===== src/rtl/sc_rx_pkg.sv =====
// Shared types, initial-character patterns and the convention decode function.
// Assumes raw[0] is the first bit after the start bit and raw[8] the parity level.
package sc_rx_pkg;

    typedef enum logic [1:0] {FR_IDLE, FR_START, FR_DATA} fr_state_t;

    typedef struct packed {
        logic [7:0] data;
        logic       perr;
    } dec_t;

    // Raw level patterns of the two initial characters, first bit in raw[0].
    localparam logic [8:0] PAT_DIRECT  = 9'b100111011;
    localparam logic [8:0] PAT_INVERSE = 9'b100000011;
    localparam logic [7:0] BYTE_DIRECT  = 8'h3B;
    localparam logic [7:0] BYTE_INVERSE = 8'h3F;

    // Apply a convention to nine raw levels and compute the parity verdict.
    function automatic dec_t conv_decode(input logic [8:0] raw, input logic inv);
        dec_t r;
        logic par;
        for (int i = 0; i < 8; i++) begin
            if (inv) r.data[7-i] = ~raw[i];
            else     r.data[i]   = raw[i];
        end
        par    = inv ? ~raw[8] : raw[8];
        r.perr = ^{r.data, par};
        return r;
    endfunction

endpackage


===== src/rtl/sc_etu_timer.sv =====
// Bit-period timer: counts card ticks and pulses `expire` on the tick that
// ends either a half or a full bit period. Assumes ETU_CYCLES >= 2.
module sc_etu_timer #(
    parameter int ETU_CYCLES = 372
) (
    input  logic clk,
    input  logic rst_n,
    input  logic clear,
    input  logic tick,
    input  logic half,
    output logic expire
);
    localparam int CW   = $clog2(ETU_CYCLES + 1);
    localparam int HALF = ETU_CYCLES / 2;
    localparam logic [CW-1:0] FULL_LAST = CW'(ETU_CYCLES - 1);
    localparam logic [CW-1:0] HALF_LAST = CW'(HALF - 1);

    logic [CW-1:0] cnt;

    // Expiry is the last tick of the selected interval.
    assign expire = tick && (cnt == (half ? HALF_LAST : FULL_LAST));

    // Tick counter, restarting on clear or expiry.
    always_ff @(posedge clk) begin
        if (!rst_n)      cnt <= '0;
        else if (clear)  cnt <= '0;
        else if (expire) cnt <= '0;
        else if (tick)   cnt <= cnt + 1'b1;
    end
endmodule


===== src/rtl/sc_frame_rx.sv =====
// Character framer: detects a falling edge, confirms the start bit at mid-bit,
// then samples nine bits at their centres. Delivers the raw levels with `done`.
// Assumes io is already synchronised to clk.
module sc_frame_rx
    import sc_rx_pkg::*;
#(
    parameter int ETU_CYCLES = 372,
    parameter int NBITS      = 9
) (
    input  logic             clk,
    input  logic             rst_n,
    input  logic             abort,
    input  logic             tick,
    input  logic             io,
    output logic [NBITS-1:0] raw,
    output logic             done
);
    localparam int IW = $clog2(NBITS);

    fr_state_t      state;
    logic           prev_io;
    logic [IW-1:0]  idx;
    logic           expire;

    sc_etu_timer #(.ETU_CYCLES(ETU_CYCLES)) u_timer (
        .clk    (clk),
        .rst_n  (rst_n),
        .clear  ((state == FR_IDLE) || abort),
        .tick   (tick),
        .half   (state == FR_START),
        .expire (expire)
    );

    // Frame state machine with bit shift-in, first bit ends in raw[0].
    always_ff @(posedge clk) begin
        if (!rst_n) begin
            state   <= FR_IDLE;
            prev_io <= 1'b1;
            idx     <= '0;
            raw     <= '0;
            done    <= 1'b0;
        end else begin
            prev_io <= io;
            done    <= 1'b0;
            if (abort) begin
                state <= FR_IDLE;
            end else begin
                case (state)
                    FR_IDLE: if (prev_io && !io) state <= FR_START;
                    FR_START: if (expire) begin
                        state <= io ? FR_IDLE : FR_DATA;
                        idx   <= '0;
                    end
                    FR_DATA: if (expire) begin
                        raw <= {io, raw[NBITS-1:1]};
                        if (idx == IW'(NBITS - 1)) begin
                            done  <= 1'b1;
                            state <= FR_IDLE;
                        end else begin
                            idx <= idx + 1'b1;
                        end
                    end
                    default: state <= FR_IDLE;
                endcase
            end
        end
    end
endmodule


===== src/rtl/sc_conv_latch.sv =====
// Convention decider and byte decoder: while undecided, matches each character
// against the two initial patterns; once decided, decodes every character.
// Assumes `done` is a single-cycle pulse with `raw` valid at the same time.
module sc_conv_latch
    import sc_rx_pkg::*;
(
    input  logic       clk,
    input  logic       rst_n,
    input  logic       rearm,
    input  logic       done,
    input  logic [8:0] raw,
    output logic [7:0] rx_data,
    output logic       rx_valid,
    output logic       parity_err,
    output logic       conv_known,
    output logic       conv_inverse,
    output logic       ts_invalid
);
    dec_t dec;

    // Decode with the currently latched convention.
    always_comb dec = conv_decode(raw, conv_inverse);

    // Convention latch and registered byte output.
    always_ff @(posedge clk) begin
        if (!rst_n) begin
            rx_data      <= '0;
            rx_valid     <= 1'b0;
            parity_err   <= 1'b0;
            conv_known   <= 1'b0;
            conv_inverse <= 1'b0;
            ts_invalid   <= 1'b0;
        end else begin
            rx_valid   <= 1'b0;
            parity_err <= 1'b0;
            if (rearm) begin
                conv_known   <= 1'b0;
                conv_inverse <= 1'b0;
                ts_invalid   <= 1'b0;
            end else if (done) begin
                if (conv_known) begin
                    rx_data    <= dec.data;
                    parity_err <= dec.perr;
                    rx_valid   <= 1'b1;
                end else if (raw == PAT_DIRECT || raw == PAT_INVERSE) begin
                    conv_known   <= 1'b1;
                    conv_inverse <= (raw == PAT_INVERSE);
                    ts_invalid   <= 1'b0;
                    rx_data      <= (raw == PAT_INVERSE) ? BYTE_INVERSE : BYTE_DIRECT;
                    rx_valid     <= 1'b1;
                end else begin
                    ts_invalid <= 1'b1;
                end
            end
        end
    end
endmodule


===== src/rtl/sc_char_rx.sv =====
// Top: smart card character receiver that learns polarity and bit order
// from the initial character. Assumes io_line is synchronised to clk and
// card_tick pulses once per card clock cycle.
module sc_char_rx #(
    parameter int ETU_CYCLES = 372
) (
    input  logic       clk,
    input  logic       rst_n,
    input  logic       rearm,
    input  logic       card_tick,
    input  logic       io_line,
    output logic [7:0] rx_data,
    output logic       rx_valid,
    output logic       parity_err,
    output logic       conv_known,
    output logic       conv_inverse,
    output logic       ts_invalid
);
    logic [8:0] raw;
    logic       done;

    sc_frame_rx #(.ETU_CYCLES(ETU_CYCLES), .NBITS(9)) u_frame (
        .clk   (clk),
        .rst_n (rst_n),
        .abort (rearm),
        .tick  (card_tick),
        .io    (io_line),
        .raw   (raw),
        .done  (done)
    );

    sc_conv_latch u_conv (
        .clk          (clk),
        .rst_n        (rst_n),
        .rearm        (rearm),
        .done         (done),
        .raw          (raw),
        .rx_data      (rx_data),
        .rx_valid     (rx_valid),
        .parity_err   (parity_err),
        .conv_known   (conv_known),
        .conv_inverse (conv_inverse),
        .ts_invalid   (ts_invalid)
    );
endmodule


===== config.mk =====
export PLATFORM = sky130hd
export DESIGN_NAME = sc_char_rx
export DESIGN_NICKNAME = d
export VERILOG_FILES = /design/src/rtl/sc_rx_pkg.sv /design/src/rtl/sc_etu_timer.sv /design/src/rtl/sc_frame_rx.sv /design/src/rtl/sc_conv_latch.sv /design/src/rtl/sc_char_rx.sv
export SDC_FILE = /design/constraint.sdc
export NUM_CORES = 1
export LEC_CHECK = 0
export ABC_CLOCK_PERIOD_IN_PS = 3300
export BUFFER_PORTS_ARGS = -buffer_cell sky130_fd_sc_hd__buf_2
export CAP_MARGIN = 30
export CORE_MARGIN = 2
export CORE_UTILIZATION = 62
export CTS_CLUSTER_DIAMETER = 60
export DETAILED_ROUTE_END_ITERATION = 7
export GPL_ROUTABILITY_DRIVEN = 0
export GPL_TIMING_DRIVEN = 0
export PLACE_DENSITY = 0.82
export SLEW_MARGIN = 10
export SYNTH_ARGS = -nofsm -noshare
export SYNTH_HDL_FRONTEND = slang
export SYNTH_SLANG_ARGS = --single-unit
export TNS_END_PERCENT = 5

===== constraint.sdc =====
create_clock -name clk -period 3.3 [get_ports clk]
set_input_delay 0.165 -clock clk [delete_from_list [all_inputs] [get_ports clk]]
set_output_delay 0.165 -clock clk [all_outputs]
set_load 0.005 [all_outputs]

# Word-level counts from Yosys, hierarchy flattened
# Cells that the tools add are included.
word_totals:
  regBits: 39
  out_inout_bits: 13
  inputBits: 5
  elab_cells: 87
classes:
  reduce_logical: 20
  mux: 27
  n_addsub: 2
  bitwise_logic: 15
  eq_ne: 11
ops:
  columns: ["cell", "count"]
  rows:
  - ["equality test 9 bit, second input constant", 2]
  - ["2-to-1 mux 8 bit", 2]
  - ["NOT 1 bit", 15]
  - ["2-to-1 mux 1 bit", 13]
  - ["2-to-1 mux 4 bit", 3]
  - ["2-to-1 mux 2 bit", 5]
  - ["adder 9 x 1 -> 9 bit, second input constant", 1]
  - ["equality test 9 bit", 1]
  - ["2-to-1 mux 9 bit", 1]
  - ["AND reduction 3 bit", 3]
  - ["parity 9 bit", 1]
  - ["one-hot mux 4 bit (2 select lines)", 1]
  - ["OR reduction 4 bit", 2]
  - ["!= test 2 x 1 -> 1 bit, second input constant", 3]
  - ["one-hot mux 2 bit (3 select lines)", 1]
  - ["OR reduction 3 bit", 2]
  - ["AND reduction 5 bit", 1]
  - ["adder 4 x 1 -> 4 bit, second input constant", 1]
  - ["equality test 4 bit, second input constant", 1]
  - ["!= test 2 bit, second input constant", 2]
  - ["AND reduction 4 bit", 1]
  - ["nonzero test 2 bit", 2]
  - ["2-to-1 mux 3 bit", 1]
  - ["equality test 2 x 1 -> 1 bit, second input constant", 1]
  - ["7 further kinds", 9]

# Depth between registers and ports, before layout
# Gate-level depths: netlist of the first run.
depth:
  ltp_word: 6
  depth_mapped: 7
  ltp_nobuf: 7

# Modules after synthesis
# From an unflattened synthesis of the first run, not the netlist that was laid out.
hier_totals:
  cells_unflattened: 227
  hier_area_um2: 2033.2
modules_own_cells:
  columns: ["module", "instances", "area_per_inst_um2", "cells_per_inst"]
  rows:
  - ["sc_frame_rx", 1, 817.0, 95]
  - ["sc_conv_latch", 1, 735.7, 79]
  - ["sc_etu_timer", 1, 480.5, 53]

# Worst setup path before layout of the first run
# OpenSTA, ideal clock, no wires.
synth_path:
  path_type: "reg-to-reg"
  start: "reg u_frame.idx[0]"
  end: "reg u_frame.idx[1]"
  stages_incl_launch_ff: 8
  required_ps: 3237
  setup_slack_ps: 1603
  path_buffers: 0
  t_arrival_ps: 1634
  cell_sequence: "dfxtp_1 -> inv_1 -> ha_1 -> and4b_1 -> nor4_1 -> o21a_4 -> mux2_4 -> nor2_2"
synth_via:
  elab_chain_cells: 4
synth_rtl:
  columns: ["element", "line_no", "text"]
  rows:
  - ["start, declared", "sc_frame_rx.sv:22", "logic [IW-1:0] idx;"]
  - ["start signal, assigned", "sc_frame_rx.sv:60", "idx <= idx + 1'b1;"]
  - ["adder 4 x 1 -> 4 bit", "sc_frame_rx.sv:60", null]
  - ["2-to-1 mux 4 bit", "sc_frame_rx.sv:56", "if (idx == IW'(NBITS - 1)) begin"]
  - ["2-to-1 mux 4 bit", "sc_frame_rx.sv:54", "FR_DATA: if (expire) begin"]
  - ["one-hot mux 4 bit (2 select lines)", "sc_frame_rx.sv:48", "case (state)"]
# Parallel ways exist; a longest one is shown, timed or not. The select of a mux whose other input is x is not followed.
# A chain may end at the register's enable or synchronous reset.

# Worst setup path in the final report of the first run
layout_path:
  start: "reg u_frame.idx[0]"
  end: "reg u_frame.idx[2]"
# Same word-level chain as after synthesis.

==> summary.txt, run 1 <==
SYNTH
---------------------------------------------------------------------------------
Syn nets                                                                      217
Number of distinct library cells after synthesis                               47
Area fraction of the dominant cell type after synthesis                    40.94%
Combinational family with the most area after synthesis              simple AND/OR/NAND/NOR gates
YS warnings                                                                     0
Adder and majority gate portion of the synthesized area                    1.969%
Compound-cell area share of the yosys netlist                              11.48%
Dominant synthesized flop cell                                       sky130_fd_sc_hd__dfxtp_1
Mean instance size in the synthesized netlist                           9.124 µm²
Dominant cell type by area after synthesis                           sky130_fd_sc_hd__dfxtp_1
Multiplexer share of the synthesized area                                  7.612%
Number of synthesized flops with an enable pin                                  0
Seq cells post-synth                                                           39
Fraction of synthesis flops using an asynchronous set or reset pin             0%
Synthesized cell area                                                    1907 µm²
Sequential fraction of the synthesis area                                  40.94%
Instance count of the mapped netlist                                          209
Simple-gate portion of the synthesized area                                25.20%
Leading cell types by total area after synthesis                     sky130_fd_sc_hd__dfxtp_1 (41%), sky130_fd_sc_hd__mux2i_1 (6.8%), sky130_fd_sc_hd__nor2_1 (6.7%)
Post-Synth XOR/XNOR Area                                                   8.268%

PLACEMENT
---------------------------------------------------------------------------------
Placed standard-cell area                                                2028 µm²
HPWL after DPL                                                            2577 µm
Pre-CTS setup slack                                                       1421 ps
Number of I/O port buffers                                                     16

CLOCK TREE
---------------------------------------------------------------------------------
Sinks on Clock Net                                                             39
CTS clk-pin slew, worst paths                                              100 ps
Clock root buffer master                                             sky130_fd_sc_hd__clkbuf_4
CTS tree                                                                     done
Clock insertion delay at the later pin of the skew report                  350 ps
Number of levels in the clock H-tree                                            2
Number of gates resized after cts                                               0
Number of CTS-inserted buffers                                                  5
Longest Clk Path Bufs                                                           2
Post-CTS Setup Repair Bufs                                                      0
CTS Hold Bufs                                                                   0

CRITICAL PATH
---------------------------------------------------------------------------------
CP Buf/Inv Count                                                                1
Top fanout value on the critical path                                           5
Critical path class                                                  register to register
Required time at the endpoint of the critical path                        3540 ps
Critical path startpoint category                                        register
Peak per-stage delay on the critical path                                  430 ps
CP max-delay cell                                                    sky130_fd_sc_hd__dfxtp_1
Crit-path cells                                                      inv_1 > ha_1 > and4b_1 > nor4_1 > o21a_4 > o21ai_1 > a32o_1
Endpoint kind of the worst setup timing path                             register
Arrival time reported for the critical path endpoint                      2170 ps
Top cell family by delay on the critical path                        compound AO/OA/AOI/OAI gates

LAYOUT
---------------------------------------------------------------------------------
Number of filler cells placed in the layout                                   232
Register cell area after layout                                         780.7 µm²
Leading cell types in the layout, fill and taps excluded             sky130_fd_sc_hd__dfxtp_1 (39), sky130_fd_sc_hd__nor2_1 (34), sky130_fd_sc_hd__buf_2 (19)
Layout cells sized above 1                                                 18.45%
Nets                                                                          240
Post-synthesis to final-layout area growth                                 9.974%
Area taken by multi-input logic gates                                    1040 µm²
Most common cell after layout, fill and taps aside                   sky130_fd_sc_hd__dfxtp_1
Post-route standard cell area excluding fillers                          2097 µm²
Diode count                                                                     0

ROUTE
---------------------------------------------------------------------------------
Wire length reported by the detailed router                               3620 µm
Number of vias after detailed routing                                        1551
Number of detailed-routing iterations run before antenna repair                 5
Number of nets still failing antenna checks after routing                       0
Routed wire per std cell                                                 13.61 µm
Post-detailed-route DRC marker count                                            0
Initial DRC Count                                                              84
Via density per instance                                                    5.831

RUN
---------------------------------------------------------------------------------
Count of maximum capacitance violations                                         0

STA
---------------------------------------------------------------------------------
Fin crit share                                                             58.38%
Maximum clock frequency                                                 519.1 MHz
Final clock skew                                                         12.08 ps
Worst max-slew margin expressed relative to the limit                      67.61%
Min cycle time layout                                                     1926 ps
Final Hold Violating Endpoints                                                  0
Sum Neg Setup Slack                                                          0 ps
Final max-slew violation count                                                  0
Worst-case setup margin in the final layout                               1374 ps
Number of setup violations in the final report                                  0
Measured slew at the worst slew-check pin                                485.9 ps
Unrepaired setup endpoints after global routing                             false

POWER
---------------------------------------------------------------------------------
Leakage component of the power                                       0.0007653 µW
Power per unit of standard cell area                                 369.9 nW/µm²
Worst IR Drop VDD                                                       0.3351 mV

GRT
---------------------------------------------------------------------------------
GR Overflow Total                                                               0
Number of global-route vias before repair                                    1371
Overall routing resource usage                                             22.95%
Antenna violations before repair                                                0
First-pass GRT wire length                                                6120 µm
Maximum number of pins on one net before global-route repair                   12

FLOORPLANNING
---------------------------------------------------------------------------------
Initial cell density of the core                                           64.03%
CORE AREA                                                                2978 µm²
Die extent in x                                                          59.46 µm
Top-level I/O count                                                            18
Die span in y                                                            59.46 µm
Row Count                                                                      20
Die Footprint                                                            3535 µm²

STATUS
---------------------------------------------------------------------------------
Outcome                                                              finished, final reports clean

HOLD PATH
---------------------------------------------------------------------------------
Path type of the worst min-delay path                                primary input to register

## synth_stat cells, drive strengths merged, types with 4 or more instances
| cell type | count |
|---|---|
| dfxtp | 39 |
| nor2 | 35 |
| nand2 | 14 |
| mux2i | 13 |
| xnor2 | 13 |
| a21oi | 8 |
| nor3 | 7 |
| buf | 6 |
| inv | 6 |
| clkbuf | 5 |
| nand3 | 5 |
| o221a | 5 |
| xor2 | 5 |
| and3 | 4 |
| nand2b | 4 |
## cells by family (layout without fill, tap and decap cells)
group,Yosys count,count (layout)
flip-flops,39,39
adder cells (fa/ha/maj),3,3
buffers and inverters,17,41
AO/OA/AOI/OAI,28,28
AND/OR/NAND/NOR,90,90
XOR/XNOR,18,18
multiplexers,14,14
## final cells by class
type	instances	area share (%)
Multi-Input combinational cell	153	49.58
Buffer	11	3.043
Timing Repair Buffer	16	3.819
Sequential cell	39	37.23
Tap cell	33	1.969
Inverter	6	1.074
Clock buffer	8	3.282
## state kept, by name, summed over array words and instances (netlist names)
| name | count |
|---|---|
| u_frame.prev_io | 1 |
| u_conv.rx_valid | 1 |
| u_frame.state | 2 |
| u_conv.ts_invalid | 1 |
| u_conv.rx_data | 8 |
| u_frame.done | 1 |
| u_conv.conv_known | 1 |
| u_frame.u_timer.cnt | 9 |
| u_conv.conv_inverse | 1 |
| u_conv.parity_err | 1 |
| u_frame.idx | 4 |
| u_frame.raw | 9 |
## routing by layer
layer / vias up / GRT usage, % / part of all wire (%)
li1: 775 / - / -
met1: 727 / 28.28 / 47
met2: 38 / 37.05 / 46
met3: 11 / 5.022 / 3.8
met4: 0 / 12.34 / 2.1
met5: - / 0 / 0
## per-stage QoR
| step | hold WS [ps] | power (µW) | cells | utilization (%) |
|---|---|---|---|---|
| after global placement | 392.8 | 504.5 | 258 | 68.11 |
| after floorplan | 238.0 | 497.2 | 209 | - |
| final | 50.71 | 775.7 | 266 | 70.42 |
| after CTS | 53.74 | 775.8 | 266 | 70.42 |
| after detailed placement | 402.4 | 504.5 | 258 | 68.11 |
| after global routing | 56.86 | 801.9 | 266 | 70.42 |
## power breakdown
group          total (µW)  internal [µW]  leakage (µW)  switching (µW)
logic                20.9           7.21      0.000412            13.7
clock network         282            126     0.0000386             156
registers             473            472      0.000314            1.39
## final timing paths
path / slack [ps] / depth (start not counted) / startpoint / to
min: 50 / 2 / rst_n / u_frame.prev_io
max reg2reg: 1370 / 7 / u_frame.idx[0] / u_frame.idx[2]
min reg2reg: 470 / 2 / u_conv.rx_data[6] / u_conv.rx_data[6]
max: 1370 / 7 / u_frame.idx[0] / u_frame.idx[2]
Note: power is estimated with default switching activity, not from simulation.
==> inputs of run 2 (changes only) <==
Settings changed: ABC_AREA set to 1, ABC_CLOCK_PERIOD_IN_PS 3300 to 1600, CORE_UTILIZATION 62 to 53, PLACE_DENSITY 0.82 to 0.74.
Clock period 3.3 ns to 1.6 ns, I/O delays scaled along.
==> run 2 against run 1 <==
Fmax is 27% higher. Via count is 32% higher. Worst hold slack better by 16 ps. Critical path type unchanged. Setup slack worse by 1300 ps. Largest power group unchanged.
==> summary.txt, run 2 <==
RUN
---------------------------------------------------------------------------------
Count of maximum capacitance violations                                         0   unchanged

CRITICAL PATH
---------------------------------------------------------------------------------
Arrival time reported for the critical path endpoint                      1720 ps   was 2170 ps
Reg-to-Reg End                                                       u_frame.idx[2]   unchanged
Reg-to-reg startpoint                                                u_frame.idx[0]   unchanged
Required time at the endpoint of the critical path                        1800 ps   was 3540 ps
Critical path class                                                  register to register   unchanged
Reg2reg setup slack                                                         80 ps   was 1370 ps
Critical path startpoint category                                        register   unchanged
Worst-case reg-to-reg path depth                                               10   was 7
Top fanout value on the critical path                                           6   was 5
Endpoint kind of the worst setup timing path                             register   unchanged

HOLD PATH
---------------------------------------------------------------------------------
Worst hold path stage count                                                     3   was 2
Path type of the worst min-delay path                                primary input to register   unchanged
Startpoint of the lowest-slack hold path                                    rst_n   unchanged
Hold path endpoint                                                   u_conv.rx_valid   was u_frame.prev_io

GRT
---------------------------------------------------------------------------------
Antenna violations before repair                                                0   unchanged
GR Overflow Total                                                               0   unchanged
Number of global-route vias before repair                                    1680   was 1371
Maximum number of pins on one net before global-route repair                   13   was 12
Overall routing resource usage                                             22.06%   was 22.95%
First-pass GRT wire length                                                7445 µm   was 6120 µm

ROUTE
---------------------------------------------------------------------------------
Wire length reported by the detailed router                               4623 µm   was 3620 µm
Number of vias after detailed routing                                        2040   was 1551
Initial DRC Count                                                             121   was 84
Number of nets still failing antenna checks after routing                       0   unchanged
Number of detailed-routing iterations run before antenna repair                 4   was 5
Routed wire per std cell                                                 11.73 µm   was 13.61 µm
Via density per instance                                                    5.178   was 5.831
Post-detailed-route DRC marker count                                            0   unchanged

STA
---------------------------------------------------------------------------------
Worst max-slew margin expressed relative to the limit                      67.78%   was 67.61%
Sum Neg Setup Slack                                                          0 ps   unchanged
Final Hold Violating Endpoints                                                  0   unchanged
Number of setup violations in the final report                                  0   unchanged
Final max-slew violation count                                                  0   unchanged
Maximum clock frequency                                                 657.6 MHz   was 519.1 MHz
Hold Worst Slack                                                         66.48 ps   was 50.71 ps
Measured slew at the worst slew-check pin                                483.2 ps   was 485.9 ps
Fin crit share                                                             95.04%   was 58.38%
Unrepaired setup endpoints after global routing                              true   was false
Final clock skew                                                         11.68 ps   was 12.08 ps
Min cycle time layout                                                     1521 ps   was 1926 ps

SYNTH
---------------------------------------------------------------------------------
Number of synthesized flops with an enable pin                                  0   unchanged
Sequential fraction of the synthesis area                                  36.47%   was 40.94%
Most common cell in the synthesized netlist                          sky130_fd_sc_hd__nand2_1   was sky130_fd_sc_hd__dfxtp_1
Synthesized cell area                                                    2141 µm²   was 1907 µm²
Syn nets                                                                      324   was 217
YS warnings                                                                     0   unchanged
Most numerous cell types in the synthesized netlist                  sky130_fd_sc_hd__nand2_1 (73), sky130_fd_sc_hd__nor2_1 (55), sky130_fd_sc_hd__dfxtp_1 (39), sky130_fd_sc_hd__inv_1 (35), sky130_fd_sc_hd__nand3_1 (20)   was sky130_fd_sc_hd__dfxtp_1 (39), sky130_fd_sc_hd__nor2_1 (34), sky130_fd_sc_hd__mux2i_1 (13), sky130_fd_sc_hd__nand2_1 (13), sky130_fd_sc_hd__xnor2_1 (13)
Fraction of synthesis flops using an asynchronous set or reset pin             0%   unchanged
Area fraction of the dominant cell type after synthesis                    36.47%   was 40.94%
Leading cell types by total area after synthesis                     sky130_fd_sc_hd__dfxtp_1 (36%), sky130_fd_sc_hd__nand2_1 (13%), sky130_fd_sc_hd__nor2_1 (9.6%)   was sky130_fd_sc_hd__dfxtp_1 (41%), sky130_fd_sc_hd__mux2i_1 (6.8%), sky130_fd_sc_hd__nor2_1 (6.7%)
Mean instance size in the synthesized netlist                           6.775 µm²   was 9.124 µm²
Seq cells post-synth                                                           39   unchanged
Dominant cell type by area after synthesis                           sky130_fd_sc_hd__dfxtp_1   unchanged
Dominant synthesized flop cell                                       sky130_fd_sc_hd__dfxtp_1   unchanged
Instance count of the mapped netlist                                          316   was 209
Number of distinct library cells after synthesis                               29   was 47

POWER
---------------------------------------------------------------------------------
Power per unit of standard cell area                                 791.9 nW/µm²   was 369.9 nW/µm²
Leakage component of the power                                        0.001043 µW   was 0.0007653 µW
Worst IR Drop VDD                                                       0.4565 mV   was 0.3351 mV
Total design power                                                        1956 µW   was 775.7 µW

CLOCK TREE
---------------------------------------------------------------------------------
CTS clk-pin slew, worst paths                                               80 ps   was 100 ps
Clock insertion delay at the later pin of the skew report                  310 ps   was 350 ps
Number of levels in the clock H-tree                                            2   unchanged
CTS tree                                                                     done   unchanged
Clock root buffer master                                             sky130_fd_sc_hd__clkbuf_8   was sky130_fd_sc_hd__clkbuf_4
Sinks on Clock Net                                                             39   unchanged
Longest Clk Path Bufs                                                           2   unchanged
Number of CTS-inserted buffers                                                  5   unchanged

LAYOUT
---------------------------------------------------------------------------------
Area taken by multi-input logic gates                                    1189 µm²   was 1040 µm²
Layout cells sized above 1                                                 18.31%   was 18.45%
Number of filler cells placed in the layout                                   371   was 232
Post-synthesis to final-layout area growth                                 15.37%   was 9.974%
Post-route standard cell area excluding fillers                          2470 µm²   was 2097 µm²
Nets                                                                          351   was 240
Biggest regs                                                         u_frame.raw (9), u_frame.u_timer.cnt (9), u_conv.rx_data (8)   unchanged
Leading cell types in the layout, fill and taps excluded             sky130_fd_sc_hd__nand2_1 (72), sky130_fd_sc_hd__nor2_1 (55), sky130_fd_sc_hd__inv_1 (34), sky130_fd_sc_hd__dfxtp_1 (27), sky130_fd_sc_hd__nand3_1 (19)   was sky130_fd_sc_hd__dfxtp_1 (39), sky130_fd_sc_hd__nor2_1 (34), sky130_fd_sc_hd__buf_2 (19)
Diode count                                                                     0   unchanged
Cell Count, Final, Fillers Out                                                394   was 266
Register cell area after layout                                         795.8 µm²   was 780.7 µm²
Most common cell after layout, fill and taps aside                   sky130_fd_sc_hd__nand2_1   was sky130_fd_sc_hd__dfxtp_1

PLACEMENT
---------------------------------------------------------------------------------
HPWL after DPL                                                            3292 µm   was 2577 µm
Placed standard-cell area                                                2288 µm²   was 2028 µm²
Cell count after placement                                                    383   was 258
Number of I/O port buffers                                                     17   was 16

FLOORPLANNING
---------------------------------------------------------------------------------
Initial cell density of the core                                           54.30%   was 64.03%
Top-level I/O count                                                            18   unchanged
Row Count                                                                      23   was 20
Die extent in x                                                          67.56 µm   was 59.46 µm
Die span in y                                                            67.56 µm   was 59.46 µm
CORE AREA                                                                3943 µm²   was 2978 µm²
Die Footprint                                                            4564 µm²   was 3535 µm²

STATUS
---------------------------------------------------------------------------------
Outcome                                                              finished, final reports clean   unchanged

-- run 2: changes by cell type in the layout (fill, tap and decap cells not counted), sizes merged, moves of 13 or more --
cell   before  now
nand4       3   17
nand2      14   76
mux2i      13    0
inv         6   37
nor2       35   58
nand3       5   22
-- run 2: cell type report --
| type | count | share of cell area [%] |
|---|---|---|
| plain buffers | 8 | 2.280 |
| well taps | 50 | 2.533 |
| inverters | 37 | 5.623 |
| repair buffers | 20 | 4.458 |
| flip-flops and latches | 39 | 32.22 |
| multi-input cells | 232 | 48.13 |
| clock buffers | 6 | 3.343 |
| clock inverters | 2 | 1.418 |
-- run 2: layer usage --
| metal | up-vias | routed length (µm) | track usage (%) |
|---|---|---|---|
| li1 | 1071 | - | - |
| met1 | 927 | 2284 | 29.13 |
| met2 | 36 | 2081 | 34.07 |
| met3 | 6 | 190 | 6.000 |
| met4 | 0 | 66 | 8.673 |
| met5 | - | 0 | 0 |
-- run 2: stage by stage --
stage	setup slack, ps	utilization [%]
floorplan	248.1	-
global placement	28.32	58.05
detailed placement	10.41	58.05
CTS	22.55	61.38
global route	-45.23	62.65
finish	79.32	62.65
-- run 2: cells by family after synthesis --
family	count (synthesis)	share of synthesized area (%)
xor gates and xnor gates	11	4.501
adders and majority gates	3	1.754
and+or+nand+nor	186	40.56
buffers and inverters	45	9.001
AOI/OAI and AO/OA	32	7.714
DFF	39	36.47
-- run 2: report_power, final --
| group | leakage [µW] | switching (µW) | internal, µW |
|---|---|---|---|
| logic | 0.000661 | 71.7 | 31.3 |
| registers | 0.000321 | 5.25 | 975 |
| clock network | 0.0000612 | 368 | 505 |
| total | 0.00104 | 445 | 1510 |
-- run 2: worst max path at each step --
stage                            from           endpoint  slack [ps]  cells after the start
2_1_floorplan          u_frame.idx[0]     u_frame.idx[2]         250                     10
3_3_place_gp           u_frame.idx[0]     u_frame.idx[2]          30                     10
3_5_place_dp           u_frame.idx[0]     u_frame.idx[3]          10                     10
4_1_cts                u_frame.raw[8]  u_conv.rx_data[4]          20                      8
5_1_grt        u_frame.u_timer.cnt[6]     u_frame.raw[2]         -50                      8
6_report               u_frame.idx[0]     u_frame.idx[2]          80                     10
-- run 2: what timing repair did --
action | 4_1_cts | 5_1_grt
pin swaps | 0 | 3
endpoints found under the hold margin | 1 | 0
setup endpoints to repair | 2 | 20
buffers inserted | 0 | 2
gates resized for setup | 1 | 19
hold buffers | 1 | 0
-- run 2: worst max-delay path, cell delays in order (launching register included) --
cell and delay (ps):
sky130_fd_sc_hd__dfxtp_2 350, sky130_fd_sc_hd__inv_1 70, sky130_fd_sc_hd__ha_1 200, sky130_fd_sc_hd__nand3_1 110
sky130_fd_sc_hd__nand2_1 80, sky130_fd_sc_hd__nand2_1 80, sky130_fd_sc_hd__nand2_1 80, sky130_fd_sc_hd__inv_2 110
sky130_fd_sc_hd__nand2_1 110, sky130_fd_sc_hd__o21ai_2 160, sky130_fd_sc_hd__nor2_1 60
==> inputs of run 3 (changes only) <==
Settings changed: CORE_UTILIZATION 53 to 54, PLACE_DENSITY 0.74 to 0.81, SYNTH_HIERARCHICAL set to 1.
==> run 3 against run 2 <==
The flow now finishes with violations (setup timing). Register-to-register slack got worse by 130 ps. Fmax is 7.9% lower. Clock power down 27%. Final cell count up 10%. Sequential share of layout area down 2.9 points. Die area grew 6.7%.
==> summary.txt, run 3 <==
STATUS
---------------------------------------------------------------------------------
Outcome                                                              finished, violations left   was finished, final reports clean
Violations in the final reports                                      setup timing

CLOCK TREE
---------------------------------------------------------------------------------
Number of CTS-inserted buffers                                                  5   unchanged
Number of levels in the clock H-tree                                            2   unchanged
Clock root buffer master                                             sky130_fd_sc_hd__clkbuf_8   unchanged
CTS tree                                                                     done   unchanged
CTS Hold Bufs                                                                   0   was 1
Clock insertion delay at the later pin of the skew report                  290 ps   was 310 ps
CTS clk-pin slew, worst paths                                               70 ps   was 80 ps
Longest Clk Path Bufs                                                           2   unchanged
Sinks on Clock Net                                                             39   unchanged

SYNTH
---------------------------------------------------------------------------------
Sequential fraction of the synthesis area                                  33.40%   was 36.47%
Mean instance size in the synthesized netlist                           6.621 µm²   was 6.775 µm²
Dominant synthesized flop cell                                       sky130_fd_sc_hd__dfxtp_1   unchanged
Number of distinct library cells after synthesis                               29   unchanged
Most numerous cell types in the synthesized netlist                  sky130_fd_sc_hd__nand2_1 (98), sky130_fd_sc_hd__nor2_1 (59), sky130_fd_sc_hd__dfxtp_1 (39), sky130_fd_sc_hd__inv_1 (32), sky130_fd_sc_hd__nand3_1 (23)   was sky130_fd_sc_hd__nand2_1 (73), sky130_fd_sc_hd__nor2_1 (55), sky130_fd_sc_hd__dfxtp_1 (39), sky130_fd_sc_hd__inv_1 (35), sky130_fd_sc_hd__nand3_1 (20)
Area fraction of the dominant cell type after synthesis                    33.40%   was 36.47%
Fraction of synthesis flops using an asynchronous set or reset pin             0%   unchanged
Number of synthesized flops with an enable pin                                  0   unchanged
Seq cells post-synth                                                           39   unchanged
YS warnings                                                                     6   was 0
Most common cell in the synthesized netlist                          sky130_fd_sc_hd__nand2_1   unchanged
Syn nets                                                                      361   was 324
Synthesized cell area                                                    2337 µm²   was 2141 µm²
Instance count of the mapped netlist                                          353   was 316
Dominant cell type by area after synthesis                           sky130_fd_sc_hd__dfxtp_1   unchanged
Leading cell types by total area after synthesis                     sky130_fd_sc_hd__dfxtp_1 (33%), sky130_fd_sc_hd__nand2_1 (16%), sky130_fd_sc_hd__nor2_1 (9.5%)   was sky130_fd_sc_hd__dfxtp_1 (36%), sky130_fd_sc_hd__nand2_1 (13%), sky130_fd_sc_hd__nor2_1 (9.6%)

STA
---------------------------------------------------------------------------------
Measured slew at the worst slew-check pin                                402.9 ps   was 483.2 ps
Unrepaired setup endpoints after global routing                              true   unchanged
Fin crit share                                                             103.2%   was 95.04%
Final Hold Violating Endpoints                                                  0   unchanged
Worst-case setup margin in the final layout                             -50.60 ps   was 79.32 ps
Worst max-slew margin expressed relative to the limit                      72.86%   was 67.78%
Number of setup violations in the final report                                  8   was 0
Maximum clock frequency                                                 605.8 MHz   was 657.6 MHz
Hold Worst Slack                                                         27.23 ps   was 66.48 ps
Final max-slew violation count                                                  0   unchanged
Min cycle time layout                                                     1651 ps   was 1521 ps
Final clock skew                                                         5.736 ps   was 11.68 ps

CRITICAL PATH
---------------------------------------------------------------------------------
CP Buf/Inv Count                                                                6   was 2
Top cell family by delay on the critical path                        simple AND/OR/NAND/NOR gates   unchanged
Critical path startpoint category                                        register   unchanged
Crit-path cells                                                      inv_4 > nand2_4 > inv_2 > nand2_2 > inv_2 > nand3_2 > nand2_2 > nand3_4 > inv_4 > buf_12 > nand2_8 > nor2_4 > buf_4 > o21ai_1 > nor2_1   was inv_1 > ha_1 > nand3_1 > nand2_1 > nand2_1 > nand2_1 > inv_2 > nand2_1 > o21ai_2 > nor2_1
Critical path class                                                  register to register   unchanged
Top fanout value on the critical path                                           5   was 6
Peak per-stage delay on the critical path                                  360 ps   was 350 ps
CP max-delay cell                                                    sky130_fd_sc_hd__dfxtp_4   was sky130_fd_sc_hd__dfxtp_2
Reg2reg setup slack                                                        -50 ps   was 80 ps
Endpoint kind of the worst setup timing path                             register   unchanged
Arrival time reported for the critical path endpoint                      1880 ps   was 1720 ps
Required time at the endpoint of the critical path                        1830 ps   was 1800 ps

ROUTE
---------------------------------------------------------------------------------
Via density per instance                                                    5.131   was 5.178
Post-detailed-route DRC marker count                                            0   unchanged
Number of vias after detailed routing                                        2227   was 2040
Initial DRC Count                                                             118   was 121
Total met3 wirelength after detailed routing                               216 µm   was 190 µm
Total length of routed met2 wires                                         2325 µm   was 2081 µm
Wire length reported by the detailed router                               4909 µm   was 4623 µm
Met1 Routed Length                                                        2279 µm   was 2284 µm
Routed wire per std cell                                                 11.31 µm   was 11.73 µm
Number of detailed-routing iterations run before antenna repair                 5   was 4
Number of nets still failing antenna checks after routing                       0   unchanged
Top Metal Used                                                               met4   unchanged

GRT
---------------------------------------------------------------------------------
First-pass GRT wire length                                                7748 µm   was 7445 µm
Antenna violations before repair                                                0   unchanged
Overall routing resource usage                                             19.15%   was 22.06%
Number of global-route vias before repair                                    1838   was 1680
Maximum number of pins on one net before global-route repair                   12   was 13
GR Overflow Total                                                               0   unchanged

LAYOUT
---------------------------------------------------------------------------------
Post-synthesis to final-layout area growth                                 16.22%   was 15.37%
Leading cell types in the layout, fill and taps excluded             sky130_fd_sc_hd__nand2_1 (94), sky130_fd_sc_hd__nor2_1 (57), sky130_fd_sc_hd__dfxtp_1 (32), sky130_fd_sc_hd__inv_1 (27), sky130_fd_sc_hd__nand3_1 (19)   was sky130_fd_sc_hd__nand2_1 (72), sky130_fd_sc_hd__nor2_1 (55), sky130_fd_sc_hd__inv_1 (34), sky130_fd_sc_hd__dfxtp_1 (27), sky130_fd_sc_hd__nand3_1 (19)
Layout cells sized above 1                                                 27.86%   was 18.31%
Biggest regs                                                         u_frame/raw (9), u_frame/u_timer/cnt (9), u_conv/rx_data (8)   was u_frame.raw (9), u_frame.u_timer.cnt (9), u_conv.rx_data (8)
Diode count                                                                     0   unchanged
Post-route standard cell area excluding fillers                          2716 µm²   was 2470 µm²
Nets                                                                          391   was 351
Most common cell after layout, fill and taps aside                   sky130_fd_sc_hd__nand2_1   unchanged
Number of filler cells placed in the layout                                   352   was 371

PLACEMENT
---------------------------------------------------------------------------------
Number of I/O port buffers                                                     17   unchanged
HPWL after DPL                                                            3321 µm   was 3292 µm
Pre-CTS setup slack                                                     -164.6 ps   was 10.41 ps
Placed standard-cell area                                                2485 µm²   was 2288 µm²

FLOORPLANNING
---------------------------------------------------------------------------------
Top-level I/O count                                                            18   unchanged
Die span in y                                                            69.79 µm   was 67.56 µm
Die Footprint                                                            4871 µm²   was 4564 µm²
Row Count                                                                      23   unchanged
CORE AREA                                                                4086 µm²   was 3943 µm²
Initial cell density of the core                                           57.20%   was 54.30%
Die extent in x                                                          69.79 µm   was 67.56 µm

HOLD PATH
---------------------------------------------------------------------------------
Path type of the worst min-delay path                                primary input to register   unchanged

POWER
---------------------------------------------------------------------------------
Worst IR Drop VDD                                                       0.4824 mV   was 0.4565 mV
Leakage component of the power                                        0.001163 µW   was 0.001043 µW
Power per unit of standard cell area                                 634.9 nW/µm²   was 791.9 nW/µm²

RUN
---------------------------------------------------------------------------------
Count of maximum capacitance violations                                         0   unchanged

## run 3: changes by cell type in the layout (fill, tap and decap cells not counted), moves of 10 or more
cell,change
sky130_fd_sc_hd__a21oi_1,-10
sky130_fd_sc_hd__nand4_1,-11
sky130_fd_sc_hd__nand2_1,+22
sky130_fd_sc_hd__nand2_2,+10
sky130_fd_sc_hd__a21oi_2,+11
## run 3: timing repair
action | CTS | global route
endpoints found under the setup margin | 15 | 15
pin swaps | 4 | 11
buffers inserted | 2 | 3
cloned | 0 | 1
gates resized for setup | 7 | 28
## run 3: metal layers
metal  vias up  global-route usage (%)
li1       1161                       -
met1      1006                   24.87
met2        52                   31.43
met3         8                   4.506
met4         0                   5.983
met5         -                       0
## run 3: area by class of cell
cell class	instances	area, µm²	share of cell area, %
plain buffers	8	85.08	3.132
clock buffers	7	76.32	2.810
clock inverters	1	5.005	0.1842
inverters	43	171.4	6.310
multi-input cells	263	1376	50.67
flip-flops and latches	39	797.0	29.34
well taps	50	62.56	2.303
repair buffers	23	142.6	5.251
## run 3: through the flow
| stage | TNS, ps | instances | power (µW) | utilization (%) |
|---|---|---|---|---|
| 5_1_grt | -1156 | 434 | 1796 | 66.47 |
| 3_5_place_dp | -1345 | 420 | 1104 | 60.81 |
| 3_3_place_gp | -808.3 | 420 | 1102 | 60.81 |
| 4_1_cts | 0 | 430 | 1737 | 63.78 |
| 6_report | -186.7 | 434 | 1725 | 66.47 |
| 2_1_floorplan | 0 | 353 | 1078 | - |
## run 3: cell families after synthesis
logic type | after synthesis | synth area share (%)
compound gates | 40 | 10.60
buf+inv | 51 | 10.65
simple gates | 213 | 41.11
flops | 39 | 33.40
xor+xnor | 7 | 2.623
fa+ha+maj | 3 | 1.606
## run 3: worst reg2reg max path, stage by stage (launching register included)
cell and delay [ps]:
sky130_fd_sc_hd__dfxtp_4 360, sky130_fd_sc_hd__inv_4 60, sky130_fd_sc_hd__nand2_4 40, sky130_fd_sc_hd__inv_2 50
sky130_fd_sc_hd__nand2_2 50, sky130_fd_sc_hd__inv_2 50, sky130_fd_sc_hd__nand3_2 70, sky130_fd_sc_hd__nand2_2 90
sky130_fd_sc_hd__nand3_4 80, sky130_fd_sc_hd__inv_4 80, sky130_fd_sc_hd__buf_12 110, sky130_fd_sc_hd__nand2_8 50
sky130_fd_sc_hd__nor2_4 160, sky130_fd_sc_hd__buf_4 170, sky130_fd_sc_hd__o21ai_1 70, sky130_fd_sc_hd__nor2_1 100
## run 3: report_power, final
part | internal (µW) | switching (µW)
Clock | 306 | 331
Combinational | 37.1 | 69.4
Sequential | 973 | 8.09
Total | 1320 | 408
## run 3: final timing paths
kind / from / end / cells after the start
setup / recovery: u_frame/state[1] / u_frame/raw[0] / 15
hold / removal: io_line / u_frame/prev_io / 3
setup reg to reg: u_frame/state[1] / u_frame/raw[0] / 15
hold reg to reg: u_conv/rx_data[6] / u_conv/rx_data[6] / 2
